==> src/rtl/touch_sense_pkg.sv <==
package touch_sense_pkg;

    typedef enum logic [1:0] {
        ST_PRECHARGE = 2'd0,
        ST_LISTEN    = 2'd1,
        ST_RECHARGE  = 2'd2,
        ST_REPORT    = 2'd3
    } sense_state_t;

endpackage

==> src/rtl/touch_pad_sync.sv <==
// Synchronizes the pad level and flags any change of the synchronized value.
module touch_pad_sync #(
    parameter int unsigned STAGES = 2
) (
    input  logic clk,
    input  logic rst_n,
    input  logic pad_raw,
    output logic pad_changed
);
    // chain[STAGES-1] is the synchronized level, chain[STAGES] its previous value
    logic [STAGES:0] chain;

    always_ff @(posedge clk) begin
        if (!rst_n) begin
            chain <= '0;
        end else begin
            chain <= {chain[STAGES-1:0], pad_raw};
        end
    end

    assign pad_changed = chain[STAGES] ^ chain[STAGES-1];
endmodule

==> src/rtl/touch_span_timer.sv <==
// Counts cycles while run is high and flags the last cycle of a LIMIT-long span.
module touch_span_timer #(
    parameter int unsigned LIMIT = 16
) (
    input  logic clk,
    input  logic rst_n,
    input  logic run,
    output logic at_end
);
    localparam int unsigned CW = (LIMIT > 1) ? $clog2(LIMIT) : 1;
    localparam logic [CW-1:0] LAST = CW'(LIMIT - 1);

    logic [CW-1:0] ticks;

    assign at_end = run && (ticks == LAST);

    always_ff @(posedge clk) begin
        if (!rst_n) begin
            ticks <= '0;
        end else if (!run || at_end) begin
            ticks <= '0;
        end else begin
            ticks <= ticks + 1'b1;
        end
    end
endmodule

==> src/rtl/touch_sat_counter.sv <==
// Event counter that clears on request and sticks at its maximum value.
module touch_sat_counter #(
    parameter int unsigned WIDTH = 16
) (
    input  logic             clk,
    input  logic             rst_n,
    input  logic             clear,
    input  logic             bump,
    output logic [WIDTH-1:0] value
);
    localparam logic [WIDTH-1:0] CEILING = {WIDTH{1'b1}};

    always_ff @(posedge clk) begin
        if (!rst_n) begin
            value <= '0;
        end else if (clear) begin
            value <= '0;
        end else if (bump && (value != CEILING)) begin
            value <= value + 1'b1;
        end
    end
endmodule

==> src/rtl/touch_cycle_sensor.sv <==
module touch_cycle_sensor #(
    parameter int unsigned CNT_W        = 16,
    parameter int unsigned WINDOW_CYC   = 5_000_000,
    parameter int unsigned RECHARGE_CYC = 200
) (
    input  logic             clk,
    input  logic             rst_n,
    input  logic             pad_in,
    output logic             pad_oe,
    input  logic [CNT_W-1:0] touch_limit,
    output logic [CNT_W-1:0] raw_count,
    output logic             count_valid,
    output logic             touched
);
    import touch_sense_pkg::*;

    localparam int unsigned SYNC_STAGES = 2;

    sense_state_t     state;
    sense_state_t     next_state;
    logic             pad_changed;
    logic             window_end;
    logic             pulse_end;
    logic             in_report;
    logic [CNT_W-1:0] live_count;

    assign in_report = (state == ST_REPORT);

    touch_pad_sync #(
        .STAGES (SYNC_STAGES)
    ) u_sync (
        .clk         (clk),
        .rst_n       (rst_n),
        .pad_raw     (pad_in),
        .pad_changed (pad_changed)
    );

    touch_span_timer #(
        .LIMIT (WINDOW_CYC)
    ) u_window (
        .clk    (clk),
        .rst_n  (rst_n),
        .run    (!in_report),
        .at_end (window_end)
    );

    touch_span_timer #(
        .LIMIT (RECHARGE_CYC)
    ) u_pulse (
        .clk    (clk),
        .rst_n  (rst_n),
        .run    (pad_oe),
        .at_end (pulse_end)
    );

    touch_sat_counter #(
        .WIDTH (CNT_W)
    ) u_count (
        .clk   (clk),
        .rst_n (rst_n),
        .clear (in_report),
        .bump  ((state == ST_LISTEN) && pad_changed),
        .value (live_count)
    );

    // State register
    always_ff @(posedge clk) begin
        if (!rst_n) begin
            state <= ST_PRECHARGE;
        end else begin
            state <= next_state;
        end
    end

    // Transitions; the end of the window overrides every other move
    always_comb begin
        next_state = state;
        unique case (state)
            ST_PRECHARGE, ST_RECHARGE: begin
                if (window_end)     next_state = ST_REPORT;
                else if (pulse_end) next_state = ST_LISTEN;
            end
            ST_LISTEN: begin
                if (window_end)       next_state = ST_REPORT;
                else if (pad_changed) next_state = ST_RECHARGE;
            end
            ST_REPORT: next_state = ST_PRECHARGE;
            default:   next_state = ST_PRECHARGE;
        endcase
    end

    // Outputs: pin drive follows the state, results latch in the report cycle
    always_comb begin
        pad_oe = (state == ST_PRECHARGE) || (state == ST_RECHARGE);
    end

    always_ff @(posedge clk) begin
        if (!rst_n) begin
            raw_count   <= '0;
            touched     <= 1'b0;
            count_valid <= 1'b0;
        end else begin
            count_valid <= in_report;
            if (in_report) begin
                raw_count <= live_count;
                touched   <= (live_count < touch_limit);
            end
        end
    end
endmodule

==> config.mk <==
export PLATFORM = sky130hd
export DESIGN_NAME = touch_cycle_sensor
export DESIGN_NICKNAME = d
export VERILOG_FILES = /design/src/rtl/touch_sense_pkg.sv /design/src/rtl/touch_pad_sync.sv /design/src/rtl/touch_span_timer.sv /design/src/rtl/touch_sat_counter.sv /design/src/rtl/touch_cycle_sensor.sv
export SDC_FILE = /design/constraint.sdc
export NUM_CORES = 1
export LEC_CHECK = 0
export ABC_CLOCK_PERIOD_IN_PS = 3850
export CORE_AREA = 4 4 92 94
export DETAILED_ROUTE_END_ITERATION = 8
export DIE_AREA = 0 0 96 98
export MAX_ROUTING_LAYER = met4
export SYNTH_ARGS = -nofsm -noshare
export SYNTH_HDL_FRONTEND = slang
export SYNTH_SLANG_ARGS = --single-unit
==> constraint.sdc <==
create_clock -name clk -period 3.85 [get_ports clk]
set_input_delay 0.385 -clock clk [delete_from_list [all_inputs] [get_ports clk]]
set_output_delay 0.385 -clock clk [all_outputs]
set_load 0.005 [all_outputs]
== Word-level counts from Yosys, hierarchy flattened ==
Cells that the tools add are included.
Cells by class
  add/sub/neg operators: 3
  order comparisons: 1
  equality and inequality tests: 8
  mux-type cells: 5
  bitwise operators: 2
  reduce and logical (&&, ||, !) cells: 15
Operators with widths (count)
  $add A23 B1 Y23 const B: 1
  $eq A23 B23 Y1 const B: 1
  $add A16 B1 Y16 const B: 1
  $lt A16 B16 Y1: 1
  $ne A16 B16 Y1 const B: 1
  $add A8 B1 Y8 const B: 1
  $eq A8 B8 Y1 const B: 1
  $mux W2: 4
  $reduce_or A2 Y1: 4
  $pmux W2 S3: 1
  $eq A2 B2 Y1 const B: 2
  $logic_and A1 B1 Y1: 4
  $logic_or A1 B1 Y1: 3
  $ne A3 B1 Y1 const B: 1
  $ne A3 B2 Y1 const B: 1
  $eq A2 B1 Y1 const B: 1
  $logic_not A1 Y1: 2
  $logic_not A2 Y1: 1
  $reduce_and A2 Y1: 1
  $not A1 Y1: 1
  $xor A1 B1 Y1: 1
Storage, ports and cells
  register bits after elaboration: 70
  input port bits: 19
  output and inout bits: 19
  logic and storage cells: 42

== Longest topological paths before layout ==
  depth after elaboration: 6
  gate-level depth with buffers: 6
  mapped depth without buffers: 6

== Cells and area by module ==
A second synthesis with hierarchy kept.
Second synthesis, totals
  cells, all modules: 407
  area total of the unflattened synthesis: 3557.2 µm²
Modules (own cells, without submodules)
  touch_cycle_sensor: instances 1, cells an instance 141, area each 1156.1 µm², seq. area each 400.4 µm²
  touch_span_timer (u_window): instances 1, cells an instance 129, area each 1093.5 µm², seq. area each 460.4 µm²
  touch_sat_counter: instances 1, cells an instance 91, area each 864.6 µm², seq. area each 320.3 µm²
  touch_span_timer (u_pulse): instances 1, cells an instance 39, area each 354.1 µm², seq. area each 160.2 µm²
  touch_pad_sync: instances 1, cells an instance 7, area each 88.8 µm², seq. area each 60.1 µm²

== Worst setup path before layout ==
No wires, ideal clock.
  kind: register -> register
  from: register u_count.value[1]
  to: register u_count.value[8]
  setup time: 0.070 ns
  data arrival time: 1.573 ns
  data required time: 3.780 ns
  path slack: 2.207 ns
  stages on the path, launching flop included: 6
  path buffers: 0
  period minus slack after synthesis: 1.643 ns
  cell sequence: dfxtp_1 > ha_1 > and4_1 > nand3_1 > or4_1 > a21oi_1
On the way
  word-level cells in the longest chain between the ends: 2
  elaborated cells on any way between the ends: 3
  those cells by class: add/sub: 1; eq/ne: 1; reduce/logical: 1
RTL lines
  start, declared: RTL line touch_sat_counter.sv:9  | output logic [WIDTH-1:0] value
  start signal, assigned: RTL line touch_sat_counter.sv:19  | value <= value + 1'b1;
  parallel branches: the longest is 2 deep, another holds $add A16 B1 Y16
Parallel ways; which one is timed is not known.
A chain may end at the register's enable or synchronous reset.

== Worst setup path after layout ==
  from: register u_count.value[0]
  to: register u_count.value[1]
Same word-level chain as after synthesis.

==> metrics.log <==
[metrics] Hold Path End: u_window.ticks[0]
[metrics] number of buffer cells added on primary ports: 37
[metrics] number of max-capacitance violations reported: 0
[metrics] category of the worst setup path capture point: flip-flop
[metrics] fmax: 486.3 MHz
[metrics] via-per-instance ratio: 5.435
[metrics] number of distinct standard cells referenced by the synthesized netlist: 48
[metrics] Worst Setup Start Kind: flip-flop
[metrics] instance count of the mapped netlist: 376
[metrics] H-tree lvl count: 3
[metrics] Sequential Power Share: 46.2%
[metrics] total clock buffers created by CTS: 9
[metrics] fraction of the cycle the final worst path needs: 53.41%
[metrics] io pins: 38
[metrics] final RePlAce weighted congestion: 0.7893
[metrics] most instantiated cells after synthesis: sky130_fd_sc_hd__dfxtp_1 (70), sky130_fd_sc_hd__nand2_1 (31), sky130_fd_sc_hd__a21oi_1 (26)
[metrics] Clk pin slew, worst setup/hold paths: 70 ps
[metrics] clock network fraction of total power: 49.9%
[metrics] placed cell count: 506
[metrics] number of non-filler instances in the completed layout: 522
[metrics] TritonCTS clock tree: built
[metrics] clk sinks: 70
[metrics] total routing resource utilization after global routing: 16.33%
[metrics] Net Sw Power: 0.0003169 W
[metrics] Synth area leader: sky130_fd_sc_hd__dfxtp_1
[metrics] Die Wd: 96 microns
[metrics] number of warnings issued by yosys: 0
[metrics] most area-consuming cells after synthesis: sky130_fd_sc_hd__dfxtp_1 (42%), sky130_fd_sc_hd__ha_1 (6.7%), sky130_fd_sc_hd__a22o_1 (4.2%)
[metrics] Max clock buf depth: 2
[metrics] final std cell area, no fill: 4093 sq um
[metrics] die height: 98 microns
[metrics] Crit Path Category: reg2reg
[metrics] number of design rule violations left after detail routing: 0
[metrics] wire length of the first global-routing pass: 11950 microns
[metrics] length in cells of the worst reg-to-reg path: 5
[metrics] Layout Area Growth over Synthesis: 21.92%
[metrics] Final Routed Wirelength: 7104 microns
[metrics] post-cts sizing count: 0
[metrics] Pwr per Cell Area: 388.7 nW/um^2
[metrics] Floorplan Core Area: 7647 sq um
[metrics] clock latency at the later pin of the worst-skew pair: 340 ps
[metrics] Total Negative Setup Slacks: 0 ps
[metrics] number of diodes added for antenna fixing: 0
[metrics] terminus of the critical flop-to-flop path: u_count.value[1]
[metrics] effective utilization at floorplan: 43.90%
[metrics] final period demand of the worst path: 2056 ps
[metrics] clock root buffer master: sky130_fd_sc_hd__clkbuf_8
[metrics] relative max-transition margin: 41.13%
[metrics] mapped cell area: 3357 sq um
[metrics] number of rows in the core area: 32
[metrics] internal power consumption: 0.001274 W
[metrics] data arrival time of the worst path: 2280 ps
[metrics] Logic pwr share: 3.9%
[metrics] Setup-failing EPs final: 0
[metrics] fraction of the yosys area taken by sequential cells: 41.74%
[metrics] overall die area: 9408 sq um
[metrics] Critical R2R Launch: u_count.value[0]
[metrics] Worst Max-Slew Pin Slew: 875.0 ps
[metrics] WP data required: 4070 ps
[metrics] number of cells on the worst hold path: 1
[metrics] DR pass1 iterations: 4
[metrics] Max Slew Vio Count: 0
[metrics] DR iter-0 viols: 127
[metrics] final total power: 0.001591 W
[metrics] reported leakage power: 1.535 nW
[metrics] Overflow after GRT: 0
[metrics] post-detailed-placement cell area: 3822 sq um
[metrics] postcts setup bufs: 0
[metrics] routed via count: 2837
[metrics] antenna-violating nets left: 0
[metrics] area share of the largest cell type after synthesis: 41.74%
[metrics] setup repair after global routing missed its margin: false
[metrics] number of nets in the final layout: 452
[metrics] slack of the worst reg-to-reg path: 1790 ps
[metrics] most common cell in the netlist: sky130_fd_sc_hd__dfxtp_1
[metrics] proportion of synthesized flip-flops having asynchronous set or reset: 0%
[metrics] Setup Skew: 7.019 ps
[metrics] share of layout cells above drive strength 1: 6.190%
[metrics] average routed wire per standard cell: 13.61 microns
[metrics] final count of hold timing violations: 0
[metrics] average size of a mapped cell: 8.928 sq um
[metrics] initial antenna violation count: 0
[metrics] Post-Synthesis Net Count: 413
[metrics] Max FO, Critical Path: 7
[metrics] total of hold buffers inserted after clock tree synthesis: 0
[metrics] fillers: 727
[metrics] number of enable flip-flop cells after synthesis: 0
[metrics] share of total power consumed by net switching: 19.92%
[metrics] estimated wirelength of the detail-placed design: 5036 microns
[metrics] result of the run: completed
[metrics] Worst Min Path Start: u_window.ticks[0]
[metrics] vias in the first global route: 2603
[metrics] maximum ir drop on the vdd rail: 0.2590 mV
[metrics] flop and latch count out of synthesis: 70
[metrics] path category of the worst min-delay check: reg2reg
[metrics] flip-flop cell with the highest count after synthesis: sky130_fd_sc_hd__dfxtp_1
[metrics] maximum number of pins on one net before global-route repair: 24
## registers in the layout (all words and copies together), names as in the netlist
name            flops
u_window.ticks     23
raw_count          16
u_count.value      16
u_pulse.ticks       8
u_sync.chain        3
state               2
count_valid         1
touched             1
## layout by cell type, fill, tap and decap left out, types with 12 or more instances in the layout
cell type                         netlist  routed
sky130_fd_sc_hd__nand2_1               31      31
sky130_fd_sc_hd__dfxtp_1               70      70
sky130_fd_sc_hd__nor2_1                24      24
sky130_fd_sc_hd__a21oi_1               26      26
sky130_fd_sc_hd__nand3_1               24      24
sky130_fd_sc_hd__nand4_1               12      12
sky130_fd_sc_hd__a22o_1                16      16
sky130_fd_sc_hd__inv_1                 19      19
sky130_fd_sc_hd__clkdlybuf4s50_1        0      37
sky130_fd_sc_hd__xor2_1                13      13
sky130_fd_sc_hd__ha_1                  18      18
## critical path, cell delays in order, from the launching register on
cell and delay [ps]:
sky130_fd_sc_hd__dfxtp_1 460, sky130_fd_sc_hd__ha_1 320, sky130_fd_sc_hd__nand4_1 140, sky130_fd_sc_hd__nor3_1 610
sky130_fd_sc_hd__a21oi_1 240, sky130_fd_sc_hd__mux2i_1 160
## power by group through the flow
stage	clock, W	combinational [W]	sequential (W)
final	0.000794	0.0000626	0.000734
after global routing	0.000842	0.0000719	0.000735
after CTS	0.000811	0.0000635	0.000734
after detailed placement	0	0.0000627	0.000752
after global placement	0	0.0000616	0.000751
after floorplan	0	0.0000345	0.000751
## worst max-delay path by stage
stage                     startpoint  depth (start not counted)                to
floorplan           u_count.value[1]                          5  u_count.value[8]
global placement               rst_n                          5  u_count.value[2]
detailed placement             rst_n                          5  u_count.value[6]
CTS                 u_count.value[0]                          5  u_count.value[1]
global route        u_count.value[0]                          5  u_count.value[1]
finish              u_count.value[0]                          5  u_count.value[1]
## layer usage
metal / vias to the layer above / part of all wire (%) / routed length [microns] / GRT usage [%]
li1: 1469 / - / - / -
met1: 1320 / 51 / 3620 / 22.24
met2: 40 / 44 / 3128 / 23.42
met3: 8 / 3.8 / 267 / 3.621
met4: 0 / 1.3 / 89 / 6.236
met5: - / 0 / 0 / -
## cell type report
type,count,area (sq um),area share [%]
inverters,19,71.32,1.743
clock inverters,6,132.6,3.241
clock buffers,10,137.6,3.363
flip-flops and latches,70,1401,34.24
well taps,102,127.6,3.118
repair buffers,40,392.9,9.600
multi-input cells,275,1829,44.70
## kinds of logic after synthesis
| group | Yosys count | synth area share (%) |
|---|---|---|
| multiplexers | 8 | 2.423 |
| XOR/XNOR | 18 | 4.696 |
| buffers and inverters | 31 | 3.876 |
| adder cells (fa/ha/maj) | 18 | 6.709 |
| AND/OR/NAND/NOR | 150 | 23.85 |
| AO/OA/AOI/OAI | 81 | 16.70 |
| flip-flops | 70 | 41.74 |
## metrics by stage
step                utilization, %  hold slack [ps]  worst slack (ps)
global route                 53.52            474.8              1611
detailed placement           49.98            426.8              1577
CTS                          53.52            447.1              1783
global placement             49.98            415.9              1627
floorplan                        -            411.8              2207
finish                       53.52            443.2              1794
(Power assumes the default switching activity.)
